[src/rtl/fpe_pkg.sv]
package fpe_pkg;

  // Operation class codes. Whitelist membership and clearing are set by
  // parameter masks at the top; these names serve documentation and the bench.
  localparam int unsigned CLS_ARITH  = 0;
  localparam int unsigned CLS_CLREX  = 1;
  localparam int unsigned CLS_INIT   = 2;
  localparam int unsigned CLS_SAVE   = 3;
  localparam int unsigned CLS_STCTL  = 4;
  localparam int unsigned CLS_STENV  = 5;
  localparam int unsigned CLS_STSTAT = 6;

  typedef struct packed {
    logic allow;
    logic stall;
    logic exc;
  } verdict_t;

endpackage

[src/rtl/fpe_class_decode.sv]
module fpe_class_decode #(
  parameter int unsigned CLASS_W  = 4,
  parameter int unsigned NUM_CLS  = 1 << CLASS_W,
  parameter logic [NUM_CLS-1:0] WL_MASK  = '0,
  parameter logic [NUM_CLS-1:0] CLR_MASK = '0
) (
  input  logic               op_valid,
  input  logic [CLASS_W-1:0] op_class,
  output logic               is_whitelist,
  output logic               is_clear
);

  logic [NUM_CLS-1:0] hit;

  for (genvar i = 0; i < NUM_CLS; i++) begin : g_hit
    assign hit[i] = (op_class == CLASS_W'(i));
  end

  assign is_whitelist = |(hit & WL_MASK);
  assign is_clear     = op_valid & (|(hit & CLR_MASK));

endmodule

[src/rtl/fpe_pending_tracker.sv]
module fpe_pending_tracker (
  input  logic clk,
  input  logic rst,
  input  logic err_valid,
  input  logic err_masked,
  input  logic clear,
  input  logic nume_en,
  output logic pending,
  output logic ferr_n
);

  logic pending_q, pending_d, ferr_n_q, err_set;

  assign err_set   = err_valid & ~err_masked;
  // A fresh error wins over a clear in the same cycle.
  assign pending_d = (pending_q & ~clear) | err_set;

  always_ff @(posedge clk) begin
    if (rst) begin
      pending_q <= 1'b0;
      ferr_n_q  <= 1'b1;
    end else begin
      pending_q <= pending_d;
      ferr_n_q  <= ~(pending_d & ~nume_en);
    end
  end

  assign pending = pending_q;
  assign ferr_n  = ferr_n_q;

  assert_set_R2: assert property (@(posedge clk) disable iff (rst)
    (err_valid && !err_masked) |=> pending_q);

  assert_masked_R3: assert property (@(posedge clk) disable iff (rst)
    (err_valid && err_masked && !pending_q) |=> !pending_q);

  assert_clear_R8: assert property (@(posedge clk) disable iff (rst)
    (clear && !(err_valid && !err_masked)) |=> (!pending_q && ferr_n_q));

  assert_pin_quiet_R7: assert property (@(posedge clk) disable iff (rst)
    nume_en |=> ferr_n_q);

  assert_ferr_known_R9: assert property (@(posedge clk) disable iff (rst)
    !$isunknown(ferr_n_q));

endmodule

[src/rtl/fpe_issue_ctrl.sv]
module fpe_issue_ctrl
  import fpe_pkg::*;
(
  input  logic     clk,
  input  logic     rst,
  input  logic     op_valid,
  input  logic     is_whitelist,
  input  logic     pending,
  input  logic     ignore_n,
  input  logic     nume_en,
  output verdict_t verdict
);

  verdict_t v_d, v_q;
  logic     ign_eff, blocked;

  assign ign_eff = ~ignore_n & ~nume_en;
  assign blocked = pending & ~is_whitelist & ~ign_eff;

  always_comb begin
    v_d       = '0;
    v_d.allow = op_valid & ~blocked;
    v_d.stall = op_valid & blocked & ~nume_en;
    v_d.exc   = op_valid & blocked & nume_en;
  end

  always_ff @(posedge clk) begin
    if (rst) v_q <= '0;
    else     v_q <= v_d;
  end

  assign verdict = v_q;

  assert_free_R4: assert property (@(posedge clk) disable iff (rst)
    (op_valid && !pending) |=> v_q.allow);

  assert_stall_R5: assert property (@(posedge clk) disable iff (rst)
    (op_valid && pending && !is_whitelist && !nume_en && ignore_n) |=> (v_q.stall && !v_q.allow));

  assert_ignore_R6: assert property (@(posedge clk) disable iff (rst)
    (op_valid && !ignore_n && !nume_en) |=> v_q.allow);

  assert_exc_R7: assert property (@(posedge clk) disable iff (rst)
    (op_valid && pending && !is_whitelist && nume_en) |=> (v_q.exc && !v_q.stall && !v_q.allow));

  assert_excl_R9: assert property (@(posedge clk) disable iff (rst)
    $onehot0({v_q.allow, v_q.stall, v_q.exc}));

  assert_idle_R10: assert property (@(posedge clk) disable iff (rst)
    !op_valid |=> (v_q == '0));

endmodule

[src/rtl/fpe_gate.sv]
module fpe_gate
  import fpe_pkg::*;
#(
  parameter int unsigned CLASS_W = 4,
  parameter int unsigned NUM_CLS = 1 << CLASS_W,
  parameter logic [NUM_CLS-1:0] WL_MASK  = NUM_CLS'(16'b0000_0000_0111_1110),
  parameter logic [NUM_CLS-1:0] CLR_MASK = NUM_CLS'(16'b0000_0000_0000_0110)
) (
  input  logic               clk,
  input  logic               rst,
  input  logic               err_valid,
  input  logic               err_masked,
  input  logic               op_valid,
  input  logic [CLASS_W-1:0] op_class,
  input  logic               ignore_n,
  input  logic               nume_en,
  output logic               ferr_n,
  output logic               op_allow,
  output logic               op_stall,
  output logic               int_exc_req
);

  logic     is_wl, is_clr, pending;
  verdict_t verdict;

  fpe_class_decode #(
    .CLASS_W (CLASS_W),
    .NUM_CLS (NUM_CLS),
    .WL_MASK (WL_MASK),
    .CLR_MASK(CLR_MASK)
  ) u_decode (
    .op_valid    (op_valid),
    .op_class    (op_class),
    .is_whitelist(is_wl),
    .is_clear    (is_clr)
  );

  fpe_pending_tracker u_track (
    .clk       (clk),
    .rst       (rst),
    .err_valid (err_valid),
    .err_masked(err_masked),
    .clear     (is_clr),
    .nume_en   (nume_en),
    .pending   (pending),
    .ferr_n    (ferr_n)
  );

  fpe_issue_ctrl u_issue (
    .clk         (clk),
    .rst         (rst),
    .op_valid    (op_valid),
    .is_whitelist(is_wl),
    .pending     (pending),
    .ignore_n    (ignore_n),
    .nume_en     (nume_en),
    .verdict     (verdict)
  );

  assign op_allow    = verdict.allow;
  assign op_stall    = verdict.stall;
  assign int_exc_req = verdict.exc;

endmodule

[config.mk]
export PLATFORM = sky130hd
export DESIGN_NAME = fpe_gate
export DESIGN_NICKNAME = d
export VERILOG_FILES = /design/src/rtl/fpe_pkg.sv /design/src/rtl/fpe_class_decode.sv /design/src/rtl/fpe_pending_tracker.sv /design/src/rtl/fpe_issue_ctrl.sv /design/src/rtl/fpe_gate.sv
export SDC_FILE = /design/constraint.sdc
export NUM_CORES = 1
export LEC_CHECK = 0
export BUFFER_PORTS_ARGS = -buffer_cell sky130_fd_sc_hd__buf_2
export CAP_MARGIN = 20
export CORE_AREA = 2 2 39 41
export DETAILED_ROUTE_END_ITERATION = 10
export DIE_AREA = 0 0 41 43
export SETUP_SLACK_MARGIN = 0.1
export SKIP_LAST_GASP = 1
export SLEW_MARGIN = 0
export SYNTH_ARGS = -nofsm -noshare
export SYNTH_HDL_FRONTEND = slang
export SYNTH_SLANG_ARGS = --single-unit
export TNS_END_PERCENT = 20
[constraint.sdc]
create_clock -name clk -period 2.7 [get_ports clk]
set_input_delay 0.81 -clock clk [delete_from_list [all_inputs] [get_ports clk]]
set_output_delay 0.81 -clock clk [all_outputs]
set_load 0.005 [all_outputs]
After elaboration in Yosys (flattened, before gate mapping)
Cells that the tools add are included.

Word-level logic and storage cells: 33. Flip-flop bits (word level): 5. Output and inout port bits: 4. Bits of input ports: 11.

Equal/unequal tests: 6. Bitwise gates (word level): 20. Reductions and logical operators: 2.

Operators by type and width (number): $eq A4 B3 Y1 const B (3); $and A1 B1 Y1 (11); $eq A4 B2 Y1 const B (2); $not A1 Y1 (8); $reduce_or A6 Y1 (1); $eq A4 B1 Y1 const B (1); $reduce_or A2 Y1 (1); $or A1 B1 Y1 (1).

Logic depth before layout (Yosys ltp)
Word-level depth: 8. Gate-level depth with buffers: 3. Depth with buffers taken out: 3.

By module
Synthesis repeated with hierarchy kept, for this count alone.

Cell total of the unflattened synthesis: 21. Area, all modules: 219.0 um2.

Modules (own cells, without submodules): fpe_issue_ctrl (instances 1, sequential area each 60.1 um2, cells an instance 10, area an instance 111.4 um2); fpe_pending_tracker (instances 1, sequential area each 40.0 um2, cells an instance 6, area an instance 66.3 um2); fpe_class_decode (instances 1, sequential area each 0.0 um2, cells an instance 5, area an instance 41.3 um2).

Least setup slack after synthesis
No wires, ideal clock.

Path type: input to register. Start: input port op_class[0]. End: register u_track.ferr_n_q, in the netlist u_track.ferr_n. Required time: 2.580 ns. Buffers on the path: 0. Stages: 3. Arrival time: 1.326 ns. Slack: 1.254 ns. Library setup time: 0.120 ns. Cells stage by stage: xnor2_1 -> o41ai_2 -> a211o_1.

Longest elaborated chain between the ends: 8. Elaborated cells on any way between the ends: 9. Those cells by class: 2 x eq/ne; 6 x bitwise; 1 x reduce/logical.

RTL lines: from (decl) (line fpe_gate.sv:14) `input logic [CLASS_W-1:0] op_class,`; $eq A4 B1 Y1 or $eq A4 B2 Y1 (tied branches) (line fpe_class_decode.sv:16) `assign hit[i] = (op_class == CLASS_W'(i));`; $reduce_or A2 Y1 (*) (line fpe_class_decode.sv:20) `assign is_clear = op_valid & (|(hit & CLR_MASK));`; $and A1 B1 Y1 (*) (line fpe_class_decode.sv:20); $not A1 Y1 (*) (line fpe_pending_tracker.sv:16) `assign pending_d = (pending_q & ~clear) | err_set;`; $and A1 B1 Y1 (*) (line fpe_pending_tracker.sv:16); $or A1 B1 Y1 (*) (line fpe_pending_tracker.sv:16); $and A1 B1 Y1 (*) (line fpe_pending_tracker.sv:24) `ferr_n_q <= ~(pending_d & ~nume_en);`; $not A1 Y1 (*) (line fpe_pending_tracker.sv:24); to (signal assigned) (line fpe_pending_tracker.sv:24); to (decl) (line fpe_pending_tracker.sv:12) `logic pending_q, pending_d, ferr_n_q, err_set;`.

Every way passes the cells marked *; elsewhere a longest branch is shown, timed or not. A chain may end at the register's enable or synchronous reset.

Worst setup path in the final report
Start: register u_issue.v_q (netlist bit u_issue.verdict[1]). End: output port op_stall.

RTL lines: from (decl) (line fpe_issue_ctrl.sv:14) `verdict_t v_d, v_q;`; from (signal assigned) (line fpe_issue_ctrl.sv:29) `else v_q <= v_d;`; to (decl) (line fpe_gate.sv:19) `output logic op_stall,`.

No word-level cell between the ends.

==> reports/qor.txt <==
vias per cell - 3.85
final critical-path setup slack - 1.25 ns
critical-path cell list - buf_2
global-route wire length before repair - 800 µm
DIE AREA - 0.00176 mm²
antenna viol nets, final - 0
met2 routed WL - 217 µm
clock network fraction of total power - 0.452
Placer Congestion - 0.635
sequential fraction of the synthesis area - 0.449
Site Rows - 14
worst hold path class - reg2reg
Crit Path Category - reg2out
Buf/Inv on CP - 1
power density over the cells - 550 mW/mm²
RSZ-0062 raised after global routing - no
CTS resizes - 0
CTS max path bufs - 2
Ports - 15
commonest non-fill, non-tap cells in the layout - 14 x buf_2, 5 x dfxtp_1, 3 x nand2b_1, 3 x clkbuf_4, 2 x nor3_1
ANT cells - 0
Sw Share - 0.218
final net count - 51
DR iter-0 viols - 0
drt pass-1 iters - 1
Cells after Synth - 21
Peak Freq - 688 MHz
H-tree depth - 1
hpwl dp - 378 µm
Global Route Usage Sum - 0.0693
Die H - 43 µm
DR top layer - met3
commonest non-fill, non-tap cell in the layout - buf_2
ratio of cells with drive above 1 in the final layout - 0.564
peak supply drop - 0.277 mV
Sequential Area - 100 µm²
Tcrit/Tclk final - 0.539
warnings from Yosys - 0
max-slew violation count - 0
final hold viol count - 0
Worst path slowest cell - dfxtp_1
post-synthesis cell type count - 14
wl on met1 - 186 µm
CP top delay family - flip-flops
initial antenna violation count - 0
root buffer cell - clkbuf_4
Post-CTS Setup Bufs - 0
drc violations - 0
Comb power frac - 0.128
number of port buffers - 14
Int Power - 0.000146 W
crit-path max FO - 1
R2R setup slack - 1.81 ns
CP startpoint kind - register
Crit path arrival time - 0.64 ns
largest net degree at the start of global routing - 5
number of global-route vias before repair - 219
post-layout minimum cycle time - 1.45 ns
max_cap viols - 0
share of power burned in registers - 0.420
Multi-input gate area - 119 µm²
Initial Util - 0.161
CP peak stage delay - 0.29 ns
clock slew at reported path FFs - 0.04 ns
Post-CTS Hold Buffers - 0
metal3 WL - 41 µm
Routed WL - 444 µm
Synth Register Bits - 5
CTS tree - yes
final setup violation count - 0
slew margin rel. - 0.801
CTS Buf Count - 3
dpl ws - 1.07 ns
syn_nets - 32
cell area after synthesis - 223 µm²
P&R area growth vs syn - 52.2%
worst slew pin tran - 0.295 ns
Overflow after GRT - 0
CP endpoint kind - primary output
status - completed
P_leak - 0.148 nW
die width - 41 µm
wire per inst - 8.07 µm
CTS Sinks - 5
Sw Pwr - 0.0000407 W
setup TNS - 0 ns
Final Skew - 0.00544 ns
Fill cells - 164
WP data required - 1.89 ns
Syn Area/Cell - 10.6 µm²
Core Box Area - 0.00138 mm²
detailed-route via count - 212
Clock Latency Late Sink - 0.24 ns
logic make-up after synthesis:
family,Yosys count,synth area share
buf+inv,1,0.0168
xor+xnor,1,0.0393
simple gates,9,0.292
flops,5,0.449
compound gates,5,0.202
state kept, by name, indices dropped and copies added, names as in the netlist:
name,count
u_track.ferr_n,1
u_track.pending,1
u_issue.verdict,3
through the flow:
step                       util  hold WS (ns)  cells  total power [W]  cell area [µm²]
after floorplan               -         0.449     21        0.0000911              223
after global placement    0.226         0.474     51         0.000104              313
after detailed placement  0.226         0.480     51         0.000104              313
after CTS                 0.245         0.486     55         0.000191              339
after global routing      0.245         0.517     55         0.000200              339
final                     0.245         0.478     55         0.000187              339
power groups by stage:
stage,clock [W],combinational (W),sequential (W)
floorplan,0,0.0000112,0.0000799
global placement,0,0.0000240,0.0000797
detailed placement,0,0.0000244,0.0000798
CTS,0.0000880,0.0000244,0.0000785
global route,0.0000941,0.0000272,0.0000787
finish,0.0000843,0.0000238,0.0000785
cell usage after synthesis, drive strengths merged:
master  number  area share
dfxtp        5        0.45
nand2b       3       0.084
nor3         3       0.090
a211o        1       0.039
a21oi        1       0.022
and3         1       0.034
inv          1       0.017
nand2        1       0.017
nor4b        1       0.067
o21ai        1       0.022
o21ba        1       0.045
o41ai        1       0.073
xnor2        1       0.039
tightest hold or removal path: stages (launching register included):
cell,delay [ns]
dfxtp_1,0.33
nand2_1,0.06
nor3_1,0.04
per-layer routing:
layer | GRT usage | vias up
li1 | - | 112
met1 | 0.0806 | 90
met2 | 0.100 | 10
met3 | 0.0471 | 0
met4 | 0.0200 | 0
met5 | 0 | -
path summary, 6_finish.rpt:
kind / from / end / depth (start not counted)
setup reg to reg: u_track.pending / u_track.ferr_n / 2
hold reg to reg: u_track.pending / u_issue.verdict[0] / 2
setup / recovery: u_issue.verdict[1] / op_stall / 1
hold / removal: u_track.pending / u_issue.verdict[0] / 2
cell type report:
cell class                      count  area share
Timing Repair Buffer               14       0.207
Multi-Input combinational cell     15       0.351
Clock buffer                        4      0.0775
Sequential cell                     5       0.295
Tap cell                           16      0.0590
Inverter                            1      0.0111
Note: power is estimated with default switching activity, not from simulation.
